**src/rtl/remap_index_gen.sv**
```systemverilog
module remap_index_gen #(
  parameter int IDX_W = 24
) (
  input  logic             clk,
  input  logic             rst_n,
  input  logic [31:0]      cfg,
  input  logic             restart,
  input  logic [IDX_W-1:0] resume_idx,
  input  logic             step,
  input  logic [IDX_W-1:0] elem_limit,
  output logic [IDX_W-1:0] idx_out,
  output logic             idx_valid,
  output logic             overrun_err,
  output logic             busy,
  output logic             cfg_err
);
  localparam int SZ_W = 7;

  logic [2:0][SZ_W-1:0] sz, cnt, cnt_nx;
  logic [2:0][1:0]      ord;
  logic [2:0]           offs, perm;
  logic [IDX_W-1:0]     lin, tgt, lx, ly, mapped, cur_idx;
  logic                 linear_mode, take_step;

  assign sz[0]       = cfg[6:0];
  assign sz[1]       = cfg[14:8];
  assign sz[2]       = cfg[22:16];
  assign offs        = {cfg[23], cfg[15], cfg[7]};
  assign perm        = cfg[26:24];
  assign cfg_err     = perm > 3'd5;
  assign linear_mode = (cfg == 32'd0);
  assign take_step   = step && !restart && !busy && !cfg_err;

  always_comb begin
    case (perm)
      3'd1:    ord = {2'd1, 2'd2, 2'd0};
      3'd2:    ord = {2'd2, 2'd0, 2'd1};
      3'd3:    ord = {2'd0, 2'd2, 2'd1};
      3'd4:    ord = {2'd1, 2'd0, 2'd2};
      3'd5:    ord = {2'd0, 2'd1, 2'd2};
      default: ord = {2'd2, 2'd1, 2'd0};
    endcase
  end

  always_comb begin
    logic carry;
    cnt_nx = cnt;
    carry  = 1'b1;
    for (int k = 0; k < 3; k++) begin
      if (carry) begin
        if (cnt[ord[k]] == sz[ord[k]]) begin
          cnt_nx[ord[k]] = '0;
        end else begin
          cnt_nx[ord[k]] = cnt[ord[k]] + 1'b1;
          carry = 1'b0;
        end
      end
    end
  end

  assign lx      = IDX_W'(sz[0]) + 1'b1;
  assign ly      = IDX_W'(sz[1]) + 1'b1;
  assign mapped  = IDX_W'(offs) + IDX_W'(cnt[0]) + IDX_W'(cnt[1]) * lx
                 + IDX_W'(cnt[2]) * lx * ly;
  assign cur_idx = linear_mode ? lin : mapped;

  always_ff @(posedge clk) begin
    if (!rst_n) begin
      cnt         <= '0;
      lin         <= '0;
      tgt         <= '0;
      busy        <= 1'b0;
      idx_out     <= '0;
      idx_valid   <= 1'b0;
      overrun_err <= 1'b0;
    end else begin
      idx_valid   <= 1'b0;
      overrun_err <= 1'b0;
      if (restart) begin
        cnt  <= '0;
        lin  <= '0;
        tgt  <= resume_idx;
        busy <= 1'b1;
      end else if (busy) begin
        if (lin == tgt) begin
          busy <= 1'b0;
        end else begin
          cnt <= cnt_nx;
          lin <= lin + 1'b1;
        end
      end else if (take_step) begin
        idx_out     <= cur_idx;
        idx_valid   <= 1'b1;
        overrun_err <= (cur_idx >= elem_limit);
        cnt         <= cnt_nx;
        lin         <= lin + 1'b1;
      end
    end
  end

  assert_step_gives_valid_R11: assert property (@(posedge clk) disable iff (!rst_n)
    (step && !restart && !busy && !cfg_err) |=> idx_valid);

  assert_illegal_code_blocks_R6: assert property (@(posedge clk) disable iff (!rst_n)
    (step && !restart && !busy && cfg_err) |=> !idx_valid);

  assert_busy_blocks_step_R10: assert property (@(posedge clk) disable iff (!rst_n)
    (busy && !restart) |=> !idx_valid);

  assert_restart_sets_busy_R10: assert property (@(posedge clk) disable iff (!rst_n)
    restart |=> busy);

  assert_overrun_consistent_R8: assert property (@(posedge clk) disable iff (!rst_n)
    overrun_err |-> (idx_valid && idx_out >= $past(elem_limit)));
endmodule

```
**config.mk**
```make
export PLATFORM = sky130hd
export DESIGN_NAME = remap_index_gen
export DESIGN_NICKNAME = d
export VERILOG_FILES = /design/src/rtl/remap_index_gen.sv
export SDC_FILE = /design/constraint.sdc
export NUM_CORES = 1
export LEC_CHECK = 0
export ABC_AREA = 1
export BUFFER_PORTS_ARGS = -buffer_cell sky130_fd_sc_hd__buf_2
export CORE_MARGIN = 3
export CORE_UTILIZATION = 60
export CTS_BUF_LIST = sky130_fd_sc_hd__clkbuf_8
export CTS_CLUSTER_DIAMETER = 40
export DETAILED_ROUTE_END_ITERATION = 8
export PLACE_DENSITY = 0.78
export SYNTH_ARGS = -nofsm -noshare
export SYNTH_HDL_FRONTEND = slang
export SYNTH_SLANG_ARGS = --single-unit
```
**constraint.sdc**
```tcl
create_clock -name clk -period 13.7 [get_ports clk]
set_input_delay 0 -clock clk [delete_from_list [all_inputs] [get_ports clk]]
set_output_delay 0 -clock clk [all_outputs]
set_load 0.005 [all_outputs]
```
==> impl_metrics.csv <==
group,metric,value,unit
min_path,min-delay-path-class,"in2reg",
drt,top_layer_used,"met4",
drt,routed_wl,53.0,mm
drt,avgViaCountPerCell,5.70,
grt,antenna_found_initial,0,
finish,final_util,65.6,%
yosys,synth_cell_types,47,
timing,drv_slew,0,
grt,grt_use_total,36.3,%
cts,cts_tree,"built",
setup_path,ff2ff_path_depth,49,
timing,hold_viol_final,0,
cts,cts_resized,0,
finish,num_antenna_cells,0,
grt,grt_pass1_wl,84.9,mm
drt,avgRoutedWirePerCell,17.9,µm
pwr,p_leak,9.75,nW
flow_run,cap_viol_max_count,0,
floorplanning,core_area,27100,µm²
floorplanning,die_h,172,µm
drt,wl_met2,24.0,mm
setup_path,cp-end-kind,"flip-flop",
grt,first_global_vias,16500,
cts,htree_levels,3,
cts,cts.path.max_buffers,2,
yosys,ys_seq_area_share,11.6,%
finish,fill_cells,2526,
timing,fmax,0.0877,GHz
cts,worstSkewPairLatency,0.40,ns
placed_design,gp_congestion,1.02,
pwr,powerDensity,91.8,nW/µm²
timing,setup_violations,0,
setup_path,critPathMaxStageDelay,0.57,ns
yosys,netlist_area,16600,µm²
setup_path,cp_data_required_time,14.05,ns
drt,ant_nets,0,
cts,root_buffer,"clkbuf_8",
yosys,synth-seq-cells,96,
timing,rsz0062_at_grt,"no",
floorplanning,initial_core_util,61.3,%
cts,numCtsBuffers,9,
grt,grt_max_degree,56,
setup_path,cp_data_arrival_time,11.76,ns
timing,min_period,11.40,ns
placed_design,port-buffer-count,111,
setup_path,path_max_fanout,15,
min_path,min_path_cells,3,
timing,finalWorstSetupSlack,2.30,ns
yosys,synth-main-ff-cell,"dfxtp_1",
drt,drc,0,
finish,mostFrequentLayoutCells,"569 x nand2_1, 446 x inv_1, 340 x nor2_1",
cts,cts_sinks,96,
yosys,syn_nets,2930,
yosys,synthCells,2503,
yosys,async_flop_share,0,%
grt,overflow,0,
drt,route.met3.wl,4.51,mm
timing,fin_skew,0.0224,ns
floorplanning,boundaryPins,112,
drt,dr.pass1.iters,7,
floorplanning,rows,60,
drt,drt_iter0_drc,1635,
setup_path,crit_type,"in2reg",
timing,fin_crit_sh,83.2,%
timing,slew-limit-headroom,32.6,%
yosys,synth_edf_count,0,
setup_path,slowest_stage,"fa_1",
pwr,peakVddDrop,0.000141,V
floorplanning,die-width,172,µm
run_status,status,"complete, no violations",
yosys,ys_warn_count,0,
cts,clk_pin_slew,0.12,ns
yosys,avgSynthCellArea,6.63,µm²
placed_design,pre_cts_ws,2.12,ns
floorplanning,die_area,29700,µm²
setup_path,start_kind,"input port",
finish,final_common_cell,"nand2_1",
placed_design,dp.final_hpwl,43.0,mm
timing,tightestPinTransition,1.01,ns
finish,drive_above_1_share,7.57,%
drt,via_count,16900,
drt,m1WireLength,21.7,mm
finish,fin_nets,3011,
finish,syn_to_final_growth,7.14,%
timing,tns,0,ns
==> registers in the layout, summed over array words and instances (netlist names) <==
name	cells
overrun_err	1
tgt	24
busy	1
idx_out	24
idx_valid	1
cnt	21
lin	24
==> logic make-up after synthesis <==
logic type	synth area share, %
buf+inv	12.7
fa+ha+maj	33.6
xor+xnor	3.43
compound gates	8.99
simple gates	29.7
flops	11.6
==> worst paths after layout <==
path	from	endpoint	slack (ns)
setup / recovery	cfg[0]	overrun_err	2.30
hold / removal	restart	tgt[0]	0.14
setup reg to reg	cnt[15]	overrun_err	2.45
hold reg to reg	idx_out[9]	idx_out[9]	0.52
==> power by group <==
group	total, mW	switching, mW	internal [mW]
Combinational	1.13	0.734	0.395
Clock	0.195	0.121	0.0733
Sequential	0.309	0.0160	0.293
==> worst max-delay path, delay by kind of cell <==
family          cells  cell delay, ns
simple gates       21            3.47
fa+ha+maj          13            5.74
buf+inv            11            1.54
compound gates      4            0.79
xor+xnor            1            0.15
==> cell usage after synthesis, types with 9 or more instances <==
cell,number,area share [%]
nor4_1,9,0.34
nor3_1,27,0.81
clkbuf_1,44,0.99
nand3_1,132,4.0
xnor2_1,31,1.6
or2_2,15,0.57
inv_2,15,0.34
fa_1,172,21
ha_1,171,13
nand2_1,569,13
a21oi_1,111,3.3
inv_1,446,10
clkinv_1,9,0.20
nand2_2,10,0.38
nor2_1,340,7.7
o21ai_0,139,4.2
buf_2,16,0.48
nand4_1,47,1.8
xor2_1,34,1.8
dfxtp_1,96,12
==> metrics by stage <==
stage	total power [mW]	cells	hold WS [ns]	cell area [µm²]
4_1_cts	1.62	2961	0.117	17800
3_3_place_gp	1.40	2921	0.221	17300
3_5_place_dp	1.42	2921	0.229	17300
6_report	1.63	2961	0.139	17800
2_1_floorplan	1.11	2503	0.135	16600
5_1_grt	1.80	2961	0.145	17800
==> layout make-up <==
| cell class | instances | area [µm²] | share of cell area, % |
|---|---|---|---|
| Multi-Input combinational cell | 1864 | 12600 | 70.7 |
| Sequential cell | 96 | 1920 | 10.8 |
| Inverter | 470 | 1760 | 9.92 |
| Timing Repair Buffer | 143 | 856 | 4.81 |
| Tap cell | 372 | 465 | 2.62 |
| Clock buffer | 9 | 124 | 0.696 |
| Clock inverter | 7 | 81.3 | 0.457 |
==> metal layers <==
layer	GRT usage [%]	vias up
met5	0	-
met4	15.6	0
met3	5.76	174
met2	58.8	861
met1	48.4	7901
li1	-	7932
==> timing repair <==
item / in CTS / in global routing
hold endpoints to repair: 24 / 0
setup buffers: 0 / 0
hold buffers: 24 / 0
Note: power is estimated with default switching activity, not from simulation.
